### src/rtl/pse_irq_pkg.sv
package pse_irq_pkg;
  localparam int DW = 8;
  localparam int AW = 8;

  localparam logic [7:0] ADDR_IRQ_STAT = 8'h00;
  localparam logic [7:0] ADDR_IRQ_MASK = 8'h01;
  localparam logic [7:0] ADDR_EVT_KEEP = 8'h02;
  localparam logic [7:0] ADDR_EVT_CLR  = 8'h03;

  localparam logic [7:0] MASK_RESET = 8'hA4;

  // event register bit positions
  localparam int EVT_PE_BIT = 0;
  localparam int EVT_PG_BIT = 4;

  // status register bit positions
  localparam int ST_PE_BIT  = 0;
  localparam int ST_PG_BIT  = 1;
  localparam int ST_LD_BIT  = 2;
  localparam int ST_DET_BIT = 3;
  localparam int ST_CLS_BIT = 4;
  localparam int ST_OC_BIT  = 5;
  localparam int ST_SUP_BIT = 7;

  localparam int N_LVL = 2;  // index 0: power-enable, 1: power-good
  localparam int N_EXT = 5;
endpackage

### src/rtl/pse_chg_detect.sv
module pse_chg_detect #(
  parameter int N = 2
) (
  input  logic         clk,
  input  logic         rst_n,
  input  logic [N-1:0] lvl_i,
  output logic [N-1:0] chg_o
);
  logic [N-1:0] lvl_q;
  logic         primed_q;

  // The first cycle after reset only loads the levels; edges count after that.
  always_ff @(posedge clk or negedge rst_n) begin
    if (!rst_n) begin
      lvl_q    <= '0;
      primed_q <= 1'b0;
    end else begin
      lvl_q    <= lvl_i;
      primed_q <= 1'b1;
    end
  end

  assign chg_o = primed_q ? (lvl_i ^ lvl_q) : '0;
endmodule

### src/rtl/pse_sticky_evt.sv
module pse_sticky_evt #(
  parameter int N = 2
) (
  input  logic         clk,
  input  logic         rst_n,
  input  logic [N-1:0] set_i,
  input  logic         clr_i,
  output logic [N-1:0] evt_o
);
  for (genvar i = 0; i < N; i++) begin : g_bit
    logic flag_q;
    // A set in the same cycle as a clear wins, so no event is lost.
    always_ff @(posedge clk or negedge rst_n) begin
      if (!rst_n) flag_q <= 1'b0;
      else        flag_q <= (flag_q & ~clr_i) | set_i[i];
    end
    assign evt_o[i] = flag_q;
  end
endmodule

### src/rtl/pse_mask_reg.sv
module pse_mask_reg #(
  parameter int         W   = 8,
  parameter logic [W-1:0] RST = '0
) (
  input  logic         clk,
  input  logic         rst_n,
  input  logic         wr_i,
  input  logic [W-1:0] wdata_i,
  output logic [W-1:0] mask_o
);
  always_ff @(posedge clk or negedge rst_n) begin
    if (!rst_n)    mask_o <= RST;
    else if (wr_i) mask_o <= wdata_i;
  end
endmodule

### src/rtl/pse_irq_drive.sv
module pse_irq_drive #(
  parameter int W = 8
) (
  input  logic         clk,
  input  logic         rst_n,
  input  logic [W-1:0] stat_i,
  input  logic [W-1:0] mask_i,
  output logic         irq_n_o
);
  logic [W-1:0] armed;
  assign armed = stat_i & mask_i;

  always_ff @(posedge clk or negedge rst_n) begin
    if (!rst_n) irq_n_o <= 1'b1;
    else        irq_n_o <= ~(|armed);
  end
endmodule

### src/rtl/pse_irq_regbank.sv
module pse_irq_regbank
  import pse_irq_pkg::*;
#(
  parameter int ADDR_W = AW,
  parameter int DATA_W = DW
) (
  input  logic              clk,
  input  logic              rst_n,
  input  logic [ADDR_W-1:0] reg_addr,
  input  logic              reg_rd,
  input  logic              reg_wr,
  input  logic [DATA_W-1:0] reg_wdata,
  output logic [DATA_W-1:0] reg_rdata,
  input  logic              pgood_i,
  input  logic              pwr_en_i,
  input  logic [N_EXT-1:0]  ext_src_i,
  output logic              irq_n_o
);
  logic [N_LVL-1:0]  lvl;
  logic [N_LVL-1:0]  chg;
  logic [N_LVL-1:0]  evt_bits;
  logic [DATA_W-1:0] mask_q;
  logic [DATA_W-1:0] evt_view;
  logic [DATA_W-1:0] irq_stat;
  logic [DATA_W-1:0] rd_mux;
  logic              hit_stat, hit_mask, hit_keep, hit_clr;
  logic              evt_clr, mask_wr;

  assign hit_stat = (reg_addr == ADDR_W'(ADDR_IRQ_STAT));
  assign hit_mask = (reg_addr == ADDR_W'(ADDR_IRQ_MASK));
  assign hit_keep = (reg_addr == ADDR_W'(ADDR_EVT_KEEP));
  assign hit_clr  = (reg_addr == ADDR_W'(ADDR_EVT_CLR));

  assign evt_clr = reg_rd & hit_clr;
  assign mask_wr = reg_wr & hit_mask;

  assign lvl = {pgood_i, pwr_en_i};

  pse_chg_detect #(.N(N_LVL)) u_chg (
    .clk   (clk),
    .rst_n (rst_n),
    .lvl_i (lvl),
    .chg_o (chg)
  );

  pse_sticky_evt #(.N(N_LVL)) u_evt (
    .clk   (clk),
    .rst_n (rst_n),
    .set_i (chg),
    .clr_i (evt_clr),
    .evt_o (evt_bits)
  );

  pse_mask_reg #(.W(DATA_W), .RST(DATA_W'(MASK_RESET))) u_mask (
    .clk     (clk),
    .rst_n   (rst_n),
    .wr_i    (mask_wr),
    .wdata_i (reg_wdata),
    .mask_o  (mask_q)
  );

  always_comb begin
    evt_view             = '0;
    evt_view[EVT_PE_BIT] = evt_bits[0];
    evt_view[EVT_PG_BIT] = evt_bits[1];
  end

  always_comb begin
    irq_stat             = '0;
    irq_stat[ST_PE_BIT]  = evt_bits[0];
    irq_stat[ST_PG_BIT]  = evt_bits[1];
    irq_stat[ST_LD_BIT]  = ext_src_i[0];
    irq_stat[ST_DET_BIT] = ext_src_i[1];
    irq_stat[ST_CLS_BIT] = ext_src_i[2];
    irq_stat[ST_OC_BIT]  = ext_src_i[3];
    irq_stat[ST_SUP_BIT] = ext_src_i[4];
  end

  pse_irq_drive #(.W(DATA_W)) u_irq (
    .clk     (clk),
    .rst_n   (rst_n),
    .stat_i  (irq_stat),
    .mask_i  (mask_q),
    .irq_n_o (irq_n_o)
  );

  always_comb begin
    if (hit_stat)                rd_mux = irq_stat;
    else if (hit_mask)           rd_mux = mask_q;
    else if (hit_keep | hit_clr) rd_mux = evt_view;
    else                         rd_mux = '0;
  end

  always_ff @(posedge clk or negedge rst_n) begin
    if (!rst_n)      reg_rdata <= '0;
    else if (reg_rd) reg_rdata <= rd_mux;
  end
endmodule

### config.mk
export PLATFORM = sky130hd
export DESIGN_NAME = pse_irq_regbank
export DESIGN_NICKNAME = d
export VERILOG_FILES = /design/src/rtl/pse_irq_pkg.sv /design/src/rtl/pse_chg_detect.sv /design/src/rtl/pse_sticky_evt.sv /design/src/rtl/pse_mask_reg.sv /design/src/rtl/pse_irq_drive.sv /design/src/rtl/pse_irq_regbank.sv
export SDC_FILE = /design/constraint.sdc
export NUM_CORES = 1
export LEC_CHECK = 0
export BUFFER_PORTS_ARGS = -buffer_cell sky130_fd_sc_hd__buf_2
export CAP_MARGIN = 20
export CORE_MARGIN = 4
export CORE_UTILIZATION = 25
export CTS_CLUSTER_DIAMETER = 50
export DETAILED_ROUTE_END_ITERATION = 6
export PLACE_DENSITY = 0.52
export RECOVER_POWER = 50
export SYNTH_ARGS = -nofsm -noshare
export SYNTH_HDL_FRONTEND = slang
export SYNTH_SLANG_ARGS = --single-unit
### constraint.sdc
create_clock -name clk -period 1.8 [get_ports clk]
set_clock_uncertainty 0.15 [all_clocks]
set_input_delay 0.18 -clock clk [delete_from_list [all_inputs] [get_ports clk]]
set_output_delay 0.18 -clock clk [all_outputs]
set_load 0.02 [all_outputs]
==> impl_metrics.yaml <==
clocking:
  clk_pin_slew_ns: 0.08
  htree_levels: 1
  cts_resized: 0
  cts_sinks: 22
  cts_tree: "done"
  cts-root-buf: "clkbuf_8"
  clock_tree.buffer_depth: 2
  clk_latency_ns: 0.26
  cts_buffers: 3
power:
  p_clk_share_pct: 35.3
  intPower_w: 0.0007707
  p_per_area_mw_per_mm2: 750.9
  comb_power_share_pct: 11.9
  switchingPower_w: 0.0002262
  p_seq_share_pct: 52.7
  swShare_pct: 22.69
  vdd_drop_max_v: 0.0004543
  total_power_w: 0.0009968
  leakagePower_nw: 0.6185
timing:
  slew_headroom_pct: 63.07
  maxSlewViolCount: 0
  rsz0062_at_grt: "no"
  fmax_ghz: 0.7787
  post-route-period-util_pct: 71.35
  timing.hold.ws_ns: 0.003823
  finalHoldViolCount: 0
  setup_viol: 0
  fin_crit_ns: 1.284
  tightest_slew_ns: 0.5540
  setup_tns_ns: 0
floorplanning:
  die_x_um: 71.20
  num_rows: 22
  die_area_mm2: 0.005069
  start_util_pct: 26.48
  core_mm2: 0.003771
  die_h_um: 71.20
  ios: 36
setup_path:
  worstSetupStartpointType: "input pin"
  slowest_delay_ns: 0.42
  crit_required_ns: 1.80
  crit_chain: "buf_2 > nor4_4 > nand4_4 > mux2_2"
  worst_path_max_delay_cell: "nor4_4"
  critical_path.endpoint_type: "flip-flop"
  crit_fanout: 8
  cp.arrival_ns: 1.28
  r2r_start: "u_mask.mask_o[0]"
  critical_path_class: "input pin to flip-flop"
  crit_path_start: "reg_addr[7]"
drt:
  ant_nets: 0
  drt_iter0_markers: 16
  dr.pass1.iters: 5
  wire_per_inst_um: 13.92
  routed_wl_mm: 2.310
  num_vias: 748
  drc: 0
  viasPerCell: 4.506
logic_synthesis:
  syn_area_per_cell_um2: 13.14
  syn_inst: 76
  yosys_warnings: 0
  syn_area_um2: 998.5
  ys_ff_latch: 22
  syn_nets: 103
  synth.distinct_cells: 25
  synth_seq_area_share_pct: 55.64
layout:
  final_util_pct: 35.20
  final_cell_mix: "buf_2, dfrtp_1, mux2_2"
  final_common_cell: "buf_2"
  num_antenna_cells: 0
  drive_gt1_share_pct: 47.46
  layout.nets: 146
  final_cells: 166
  syn_to_final_growth_pct: 32.96
global_routing:
  grt_pass1_wl_mm: 3.912
  met2_usage_pct: 14.49
  top_usage_layer: "met2"
  grt_max_degree: 23
  antenna_found_initial: 0
  use_met1_pct: 12.98
  track_usage_pct: 9.736
  grt_pass1_vias: 817
  use_met3_pct: 4.119
  grt_overflow_total: 0
hold_path:
  min_from: "reg_wdata[7]"
  hold_path_class: "input pin to flip-flop"
placement:
  hpwlAfterDp_mm: 1.847
  place_congestion: 0.7493
  port_buffers: 35
  place_inst: 157
outcome:
  status: "completed"
run:
  drv_cap: 0
cell usage after synthesis:
master      n  area (µm²)
mux2_2     13       146.4
nand4_4     1       21.27
o2bb2ai_1   7       61.31
clkbuf_1    1       3.750
o31ai_1     1       7.510
clkinv_1    1       3.750
nor4_4      1       21.27
nand2_1     8       30.03
dfrtp_1    18       450.4
buf_2       1       5.000
a22oi_1     2       15.01
o31a_1      1       8.760
a22o_1      2       17.52
nor3b_1     1       7.510
nor2b_1     1       6.260
and3_1      2       12.51
mux2i_1     1       10.01
nand3_1     3       15.01
nand3b_1    1       7.510
conb_1      1       3.750
and2b_1     1       7.510
nor2_1      1       3.750
a222oi_1    1       10.01
dfstp_2     4       105.1
xor2_1      2       17.52
power by group through the flow:
stage / Sequential (W) / Combinational [W] / Clock, W
2_1_floorplan: 0.000540 / 0.0000496 / 0
3_3_place_gp: 0.000535 / 0.000111 / 0
5_1_grt: 0.000528 / 0.000132 / 0.000386
6_report: 0.000525 / 0.000119 / 0.000352
4_1_cts: 0.000526 / 0.000123 / 0.000364
3_5_place_dp: 0.000535 / 0.000115 / 0
worst paths after layout:
| check | slack (ns) | end | cells past startpoint |
|---|---|---|---|
| max in group asynchronous | 0.85 | u_irq.irq_n_o | 2 |
| setup reg to reg | 0.62 | u_irq.irq_n_o | 2 |
| hold reg to reg | 0.34 | reg_rdata[1] | 1 |
| hold / removal | 0.004 | u_mask.mask_o[7] | 2 |
| min in group asynchronous | 0.28 | reg_rdata[7] | 2 |
| setup / recovery | 0.52 | u_mask.mask_o[4] | 4 |
critical path, delay by kind of cell:
family / cells / cell delay [ns]
and+or+nand+nor: 2 / 0.66
muxes: 1 / 0.33
buffers and inverters: 1 / 0.11
metal layers:
metal / vias up / share of wire [%]
li1: 364 / -
met3: 6 / 8.7
met4: 0 / 1.0
met1: 351 / 47
met5: - / 0
met2: 27 / 44
flip-flops by register name (all words and copies together) (netlist names):
signal,flops
reg_rdata,8
u_mask.mask_o,8
u_chg.lvl_q,2
u_evt.g_bit.flag_q,2
u_chg.primed_q,1
u_irq.irq_n_o,1
cell type report:
type / instances / area [µm²]
fillers: 378 / 2444
clock buffers: 4 / 55.05
well taps: 48 / 60.06
flip-flops and latches: 22 / 555.5
repair buffers: 40 / 222.7
multi-input cells: 51 / 430.4
inverters: 1 / 3.754
through the flow:
| step | area (µm²) | setup WS [ns] |
|---|---|---|
| 2_1_floorplan | 998.5 | 0.4649 |
| 3_3_place_gp | 1225 | 0.2626 |
| 3_5_place_dp | 1225 | 0.2153 |
| 4_1_cts | 1330 | 0.4958 |
| 5_1_grt | 1328 | 0.4406 |
| 6_report | 1328 | 0.5157 |
cells by family (layout without fill, tap and decap cells):
group,count (synthesis),in the layout,share of synthesized area (%)
DFF,22,22,55.64
and+or+nand+nor,20,20,13.28
AOI/OAI and AO/OA,14,14,12.03
muxes,14,14,15.66
buffers and inverters,3,45,1.252
xor gates and xnor gates,2,2,1.755
other,1,1,0.3756
repair_timing:
action / in CTS / in global routing
setup buffers: 0 / 0
setup endpoints to repair: 0 / 0
hold endpoints to repair: 22 / 0
hold buffers: 5 / 0
Note: power is estimated with default switching activity, not from simulation.
